$ cat src/rtl/fp_round_pkg.sv
package fp_round_pkg;

  typedef enum logic [1:0] {
    RND_NEAR_EVEN = 2'd0,
    RND_ZERO      = 2'd1,
    RND_UP        = 2'd2,
    RND_DOWN      = 2'd3
  } rnd_mode_e;

  // result selection strobes from control to datapath
  typedef struct packed {
    logic zero;
    logic denorm;
    logic inf;
    logic maxFin;
  } sel_t;

  // exception flag strobes
  typedef struct packed {
    logic of;
    logic uf;
    logic nx;
    logic fz;
  } flags_t;

  // decide whether to add one ulp to the kept bits
  function automatic logic roundInc(rnd_mode_e mode, logic sign, logic lsb,
                                    logic guard, logic sticky);
    logic inc;
    case (mode)
      RND_NEAR_EVEN: inc = guard && (sticky || lsb);
      RND_ZERO:      inc = 1'b0;
      RND_UP:        inc = !sign && (guard || sticky);
      default:       inc = sign && (guard || sticky);
    endcase
    return inc;
  endfunction

endpackage

$ cat src/rtl/fp_round_dp.sv
module fp_round_dp
  import fp_round_pkg::*;
#(
  parameter int EXP_W       = 10,
  parameter int EXP_FIELD_W = 8,
  parameter int FRAC_W      = 23,
  parameter int EXTRA_W     = 3,
  localparam int KEEP_W     = FRAC_W + 1,
  localparam int SIG_W      = KEEP_W + EXTRA_W,
  localparam int WORD_W     = 1 + EXP_FIELD_W + FRAC_W
) (
  input  logic                    sign,
  input  logic signed [EXP_W-1:0] expIn,
  input  logic [SIG_W-1:0]        sig,
  input  rnd_mode_e               mode,
  input  sel_t                    sel,
  output logic                    sigZero,
  output logic                    expLow,
  output logic                    tinyAfter,
  output logic                    ovfNorm,
  output logic                    nxNorm,
  output logic                    nxDen,
  output logic [WORD_W-1:0]       word
);

  localparam int SH_W   = $clog2(SIG_W + 1);
  localparam int EXP_MAX = (1 << EXP_FIELD_W) - 2;
  localparam logic signed [EXP_W:0] EXP_MAX_S = (EXP_W+1)'(EXP_MAX);

  // normal path: round the significand at the fraction LSB
  logic [KEEP_W-1:0] keepN;
  logic              guardN, stickyN, incN, carryN;
  logic [KEEP_W:0]   sumN;
  logic signed [EXP_W:0] expR;
  logic [FRAC_W-1:0] fracN;

  assign keepN   = sig[SIG_W-1:EXTRA_W];
  assign guardN  = sig[EXTRA_W-1];
  assign stickyN = |sig[EXTRA_W-2:0];
  assign incN    = roundInc(mode, sign, keepN[0], guardN, stickyN);
  assign sumN    = {1'b0, keepN} + {{KEEP_W{1'b0}}, incN};
  assign carryN  = sumN[KEEP_W];
  assign expR    = {expIn[EXP_W-1], expIn} + {{EXP_W{1'b0}}, carryN};
  assign fracN   = carryN ? sumN[FRAC_W:1] : sumN[FRAC_W-1:0];

  // denormal path: shift right by 1 - exponent with sticky collection
  logic [EXP_W:0]    shFull;
  logic [SH_W-1:0]   sh;
  logic [SIG_W-1:0]  lostMask, denSig;
  logic              lost;
  logic [KEEP_W-1:0] keepD, sumD;
  logic              guardD, stickyD, incD;

  assign shFull   = (EXP_W+1)'(1) - {expIn[EXP_W-1], expIn};
  assign sh       = (shFull > (EXP_W+1)'(SIG_W)) ? SH_W'(SIG_W) : shFull[SH_W-1:0];
  assign lostMask = ~({SIG_W{1'b1}} << sh);
  assign lost     = |(sig & lostMask);
  assign denSig   = (sig >> sh) | {{(SIG_W-1){1'b0}}, lost};
  assign keepD    = denSig[SIG_W-1:EXTRA_W];
  assign guardD   = denSig[EXTRA_W-1];
  assign stickyD  = |denSig[EXTRA_W-2:0];
  assign incD     = roundInc(mode, sign, keepD[0], guardD, stickyD);
  assign sumD     = keepD + {{(KEEP_W-1){1'b0}}, incD};

  // classification for the control
  assign sigZero   = (sig == '0);
  assign expLow    = expIn[EXP_W-1] || (expIn == '0);
  assign tinyAfter = expIn[EXP_W-1] || ((expIn == '0) && !carryN);
  assign ovfNorm   = !expLow && (expR > EXP_MAX_S);
  assign nxNorm    = guardN || stickyN;
  assign nxDen     = guardD || stickyD;

  // final result selection
  always_comb begin
    if (sel.zero)
      word = {sign, {(WORD_W-1){1'b0}}};
    else if (sel.inf)
      word = {sign, {EXP_FIELD_W{1'b1}}, {FRAC_W{1'b0}}};
    else if (sel.maxFin)
      word = {sign, {(EXP_FIELD_W-1){1'b1}}, 1'b0, {FRAC_W{1'b1}}};
    else if (sel.denorm)
      word = {sign, {(EXP_FIELD_W-1){1'b0}}, sumD};
    else
      word = {sign, expR[EXP_FIELD_W-1:0], fracN};
  end

endmodule

$ cat src/rtl/fp_round_ctl.sv
module fp_round_ctl
  import fp_round_pkg::*;
(
  input  logic      sign,
  input  rnd_mode_e mode,
  input  logic      flushEn,
  input  logic      flushBefore,
  input  logic      tinyBefore,
  input  logic      sigZero,
  input  logic      expLow,
  input  logic      tinyAfter,
  input  logic      ovfNorm,
  input  logic      nxNorm,
  input  logic      nxDen,
  output sel_t      sel,
  output flags_t    flg
);

  logic toInf;

  always_comb begin
    case (mode)
      RND_NEAR_EVEN: toInf = 1'b1;
      RND_ZERO:      toInf = 1'b0;
      RND_UP:        toInf = !sign;
      default:       toInf = sign;
    endcase
  end

  always_comb begin
    sel = '0;
    flg = '0;
    if (sigZero) begin
      sel.zero = 1'b1;
    end else if (!expLow) begin
      if (ovfNorm) begin
        sel.inf    = toInf;
        sel.maxFin = !toInf;
        flg.of     = 1'b1;
        flg.nx     = 1'b1;
      end else begin
        flg.nx = nxNorm;
      end
    end else if (flushEn && flushBefore) begin
      sel.zero = 1'b1;
      flg.fz   = 1'b1;
    end else if (flushEn) begin
      flg.nx = nxDen;
      if (tinyAfter) begin
        sel.zero = 1'b1;
        flg.fz   = 1'b1;
      end else begin
        sel.denorm = 1'b1;
      end
    end else begin
      sel.denorm = 1'b1;
      flg.nx     = nxDen;
      flg.uf     = nxDen && (tinyBefore || tinyAfter);
    end
  end

endmodule

$ cat src/rtl/fp_round_outreg.sv
module fp_round_outreg
  import fp_round_pkg::*;
#(
  parameter int WORD_W = 32
) (
  input  logic              clk,
  input  logic              rst,
  input  logic              inValid,
  input  logic [WORD_W-1:0] wordIn,
  input  flags_t            flagsIn,
  output logic              outValid,
  output logic [WORD_W-1:0] wordOut,
  output flags_t            flagsOut
);

  always_ff @(posedge clk) begin
    if (rst) begin
      outValid <= 1'b0;
      flagsOut <= '0;
      wordOut  <= '0;
    end else begin
      outValid <= inValid;
      flagsOut <= inValid ? flagsIn : '0;
      if (inValid) wordOut <= wordIn;
    end
  end

endmodule

$ cat src/rtl/fp_round_ftz.sv
module fp_round_ftz
  import fp_round_pkg::*;
#(
  parameter int EXP_W       = 10,
  parameter int EXP_FIELD_W = 8,
  parameter int FRAC_W      = 23,
  parameter int EXTRA_W     = 3,
  localparam int SIG_W      = FRAC_W + 1 + EXTRA_W,
  localparam int WORD_W     = 1 + EXP_FIELD_W + FRAC_W
) (
  input  logic                    clk,
  input  logic                    rst,
  input  logic                    inValid,
  input  logic                    inSign,
  input  logic signed [EXP_W-1:0] inExp,
  input  logic [SIG_W-1:0]        inSig,
  input  logic [1:0]              rndMode,
  input  logic                    flushEn,
  input  logic                    flushBefore,
  input  logic                    tinyBefore,
  output logic                    outValid,
  output logic [WORD_W-1:0]       outWord,
  output logic                    flagOverflow,
  output logic                    flagUnderflow,
  output logic                    flagInexact,
  output logic                    flagFlushed
);

  rnd_mode_e         mode;
  sel_t              sel;
  flags_t            flg, flgQ;
  logic              sigZero, expLow, tinyAfter, ovfNorm, nxNorm, nxDen;
  logic [WORD_W-1:0] word;

  assign mode = rnd_mode_e'(rndMode);

  fp_round_dp #(
    .EXP_W(EXP_W), .EXP_FIELD_W(EXP_FIELD_W), .FRAC_W(FRAC_W), .EXTRA_W(EXTRA_W)
  ) u_dp (
    .sign(inSign), .expIn(inExp), .sig(inSig), .mode(mode), .sel(sel),
    .sigZero(sigZero), .expLow(expLow), .tinyAfter(tinyAfter),
    .ovfNorm(ovfNorm), .nxNorm(nxNorm), .nxDen(nxDen), .word(word)
  );

  fp_round_ctl u_ctl (
    .sign(inSign), .mode(mode), .flushEn(flushEn), .flushBefore(flushBefore),
    .tinyBefore(tinyBefore), .sigZero(sigZero), .expLow(expLow),
    .tinyAfter(tinyAfter), .ovfNorm(ovfNorm), .nxNorm(nxNorm), .nxDen(nxDen),
    .sel(sel), .flg(flg)
  );

  fp_round_outreg #(.WORD_W(WORD_W)) u_reg (
    .clk(clk), .rst(rst), .inValid(inValid), .wordIn(word), .flagsIn(flg),
    .outValid(outValid), .wordOut(outWord), .flagsOut(flgQ)
  );

  assign flagOverflow  = flgQ.of;
  assign flagUnderflow = flgQ.uf;
  assign flagInexact   = flgQ.nx;
  assign flagFlushed   = flgQ.fz;

endmodule

$ cat config.mk
export PLATFORM = sky130hd
export DESIGN_NAME = fp_round_ftz
export DESIGN_NICKNAME = d
export VERILOG_FILES = /design/src/rtl/fp_round_pkg.sv /design/src/rtl/fp_round_dp.sv /design/src/rtl/fp_round_ctl.sv /design/src/rtl/fp_round_outreg.sv /design/src/rtl/fp_round_ftz.sv
export SDC_FILE = /design/constraint.sdc
export NUM_CORES = 1
export LEC_CHECK = 0
export ABC_CLOCK_PERIOD_IN_PS = 7000
export BUFFER_PORTS_ARGS = -buffer_cell sky130_fd_sc_hd__buf_2
export CAP_MARGIN = 15
export CORE_AREA = 2 2 121 123
export CTS_CLUSTER_DIAMETER = 50
export CTS_CLUSTER_SIZE = 30
export DETAILED_ROUTE_END_ITERATION = 7
export DIE_AREA = 0 0 123 125
export SLEW_MARGIN = 25
export SYNTH_ARGS = -nofsm -noshare
export SYNTH_HDL_FRONTEND = slang
export SYNTH_SLANG_ARGS = --single-unit
$ cat constraint.sdc
create_clock -name clk -period 7 [get_ports clk]
set_input_delay 0.35 -clock clk [delete_from_list [all_inputs] [get_ports clk]]
set_output_delay 0.35 -clock clk [all_outputs]
set_load 0.01 [all_outputs]
==> results.txt <==
* Outcome: finished clean
- Insertion delay of the later-clocked pin in the worst-skew pair: around 0.29 ns
* Core area: approximately 14000 um^2
- Total wire length after detailed routing: between 20 and 25 mm
- Setup repair after global routing left no endpoint under its margin.
- The net count of the finished layout is 894.
- Final hold violation count: 0
- Cell Rows: 44
- Final weighted congestion in routability-driven placement: 1.05
- slightly above 80 I/O pins were placed.
- The clock passes through at most 2 buffers.
- Die area: between 15000 and 20000 um^2
- Clock-pin slew was measured on the worst setup and hold paths at around 0.060 ns.
* Main area contributors after synthesis: dfxtp_1 13%, a21oi_1 6.2%, nand2_1 6.1%, nor2_1 5.3%, mux2i_1 4.5%
- Entering global routing, the biggest net connects 62 pins.
- Across all layers, the routed design uses about 6700 vias.
* Crit Path Category: primary input to flop
* Global-route wire length before repair: 35.7 mm
- Aggregate negative setup slack: 0 ns
- Vias in the first global route: 6333
- The worst pin sits at a relative slew slack of 0.360.
- Final setup skew: 0 ns
* Data required time at the worst endpoint: about 7.2 ns
* Share of the yosys chip area belonging to registers: 0.133
* Tot GR Track Use: 0.296
- Post-DR wirelength/cell: ~22 um
* First-pass DRT Iterations: 6
* Layout cells sized above 1: 0.174
- Counting every net in the synthesized netlist gives around 860.
* Hold WS: ~0.28 ns
* Path type of the worst min-delay path: primary input to flop
- H-tree lvl count: 2
* Number of different library cells in the post-synthesis netlist: 85
- Initial standard-cell utilization of the core: 0.392
* Power density over the cells: ~130 nW/um^2
- Crit end category: flop
* Post-detailed-placement cell area: around 6000 um^2
- The count of nets left with antenna violations once routing finished came out at 0.
* Post-CTS resize count: 0
- Of all flip-flops after synthesis, the portion carrying an async set or reset was 0.
- nand2_1 is the most common cell in the netlist.
- Area of the mapped netlist: about 5600 um^2
- Clk root buf: clkbuf_16
- Via/cell ratio: about 6.5
* Largest area contributor in the netlist: dfxtp_1
- For this design, the sink count on the clock tree is 37.
- Hold bufs inserted after CTS: 0
* Count of flip-flops with a built-in enable after synthesis: 0
- The Yosys step of the flow raised 0 warnings.
* Cts bufs inserted: 5
- After legalization and detailed placement, the total HPWL measured ~17 mm.
- Worst Tran Pin Value: between 0.9 and 1 ns
- Maximum clock frequency: 173 MHz
* TritonCTS clock tree: yes
* Setup slack, reg-to-reg: 5.92 ns
* Final cell area excluding filler cells: approximately 6200 um^2
- The number of antenna violations at the first check in global routing came to 0.
- Number of inserted diodes: 0
* Count of max-cap constraint violations: 0
- Crit path max fanout: 9
- Gr ovfl total: 0
- The commonest cells after synthesis are 90 x nand2_1, 78 x nor2_1, 69 x a21oi_1.
- Share of the clock period used by the worst path: 0.824
* Primary flip-flop cell chosen by synthesis mapping: dfxtp_1
- Total Power: roughly 0.8 mW
* Number of DRC markers in iteration 0: between 800 and 900
- Count of input and output buffers: 82
- The count of final max-slew check failures is 0.
- Max rail drop VDD: roughly 93 uV
- Counting flops and latches in the post-synthesis netlist gives 37.
- Avg Synthesized Cell Area: around 7 um^2
* Post-CTS Setup Bufs: 0
- From synthesis to final layout, the design area changed by 10.7%.
- Standby leakage power: 2.25 nW
* Final setup vio count: 0
- The worst path needs around 5.8 ns of the cycle, external delays included.
- Critical Path Start Type: primary input
* Die width: between 100 and 150 um
- Including well taps, the total number of placed cells is about 1000.
- Remaining design rule violation count: 0
- Data arrival time of the worst path: roughly 6.0 ns
- The share of synthesized area in the top cell type comes to 0.133.
- Cells after Synth: 809
* Post-Layout Cell Count: ~1000
- Die Y-Extent: ~130 um
==> layer usage <==
metal | vias up | GRT usage | share of wire
li1 | 3104 | - | -
met1 | 3077 | 0.411 | 0.42
met2 | 436 | 0.445 | 0.43
met3 | 86 | 0.0493 | 0.10
met4 | 0 | 0.135 | 0.047
met5 | - | 0 | 0
==> per-stage QoR <==
| stage | utilization | worst slack (ns) |
|---|---|---|
| 4_1_cts | 0.434 | 1.33 |
| 3_5_place_dp | 0.422 | 1.05 |
| 2_1_floorplan | - | 1.55 |
| 3_3_place_gp | 0.422 | 1.05 |
| 5_1_grt | 0.434 | 0.760 |
| 6_report | 0.434 | 1.23 |
==> logic make-up (layout without fill, tap and decap cells) <==
logic type,count (synthesis),count (layout),share of synthesized area
buffers and inverters,89,120,0.0687
AND/OR/NAND/NOR,322,322,0.289
AO/OA/AOI/OAI,269,269,0.335
XOR/XNOR,47,47,0.0773
adder cells (fa/ha/maj),10,10,0.0220
flip-flops,37,37,0.133
multiplexers,35,35,0.0753
==> layout make-up <==
cell class / count / area [um^2]
multi-input combinational: 683 / 4450
inverter: 15 / 56.3
sequential: 37 / 741
tap: 184 / 230
clock inverter: 3 / 46.3
fill: 1544 / 8040
clock buffer: 5 / 125
timing repair buffer: 97 / 523
==> flip-flops by register name, indices dropped and copies added (netlist names) <==
register / cells
u_reg.flagsOut: 4
u_reg.wordOut: 32
u_reg.outValid: 1
==> worst paths after layout <==
path                                    endpoint  cells after the start                           start
setup / recovery  u_reg.wordOut[20]$_SDFFE_PP0P_                     23                      rndMode[1]
hold / removal      u_reg.flagsOut[2]$_SDFF_PP0_                      2                         flushEn
setup reg to reg  u_reg.wordOut[17]$_SDFFE_PP0P_                      3  u_reg.wordOut[17]$_SDFFE_PP0P_
hold reg to reg    u_reg.wordOut[3]$_SDFFE_PP0P_                      2   u_reg.wordOut[3]$_SDFFE_PP0P_
==> power by group <==
group	leakage, nW	internal (mW)	switching (mW)
sequential	0.303	0.223	0.00597
clock	0.0800	0.169	0.0945
combinational	1.87	0.104	0.215
==> placed cells by master (no fill, tap or decap), types with 10 or more instances in the layout <==
cell       n
nand2_1   90
buf_2     82
nor2_1    78
a21oi_1   69
o21ai_0   48
dfxtp_1   37
nand3_1   31
xnor2_1   28
nor3_1    26
mux2i_1   25
a211oi_1  22
a31oi_1   19
xor2_1    18
nand4_1   17
buf_4     15
o22ai_1   14
inv_1     13
and3_1    10
==> critical path, stage by stage <==
cell      delay (ns)
buf_2           0.12
nor2b_1         0.13
ha_1            0.25
nand2b_1        0.23
o21ai_0         0.21
ha_1            0.25
ha_1            0.26
nand2_1         0.11
nor3_1          0.35
and4_1          0.52
ha_1            0.27
ha_1            0.21
and4_1          0.22
nand2_1         0.07
xor2_1          0.16
nor3_1          0.20
a21oi_1         0.14
nand3b_1        0.36
nor2b_1         0.61
nor2_1          0.20
a21oi_1         0.27
or3b_1          0.37
nand3_1         0.08
(Power assumes the default switching activity.)
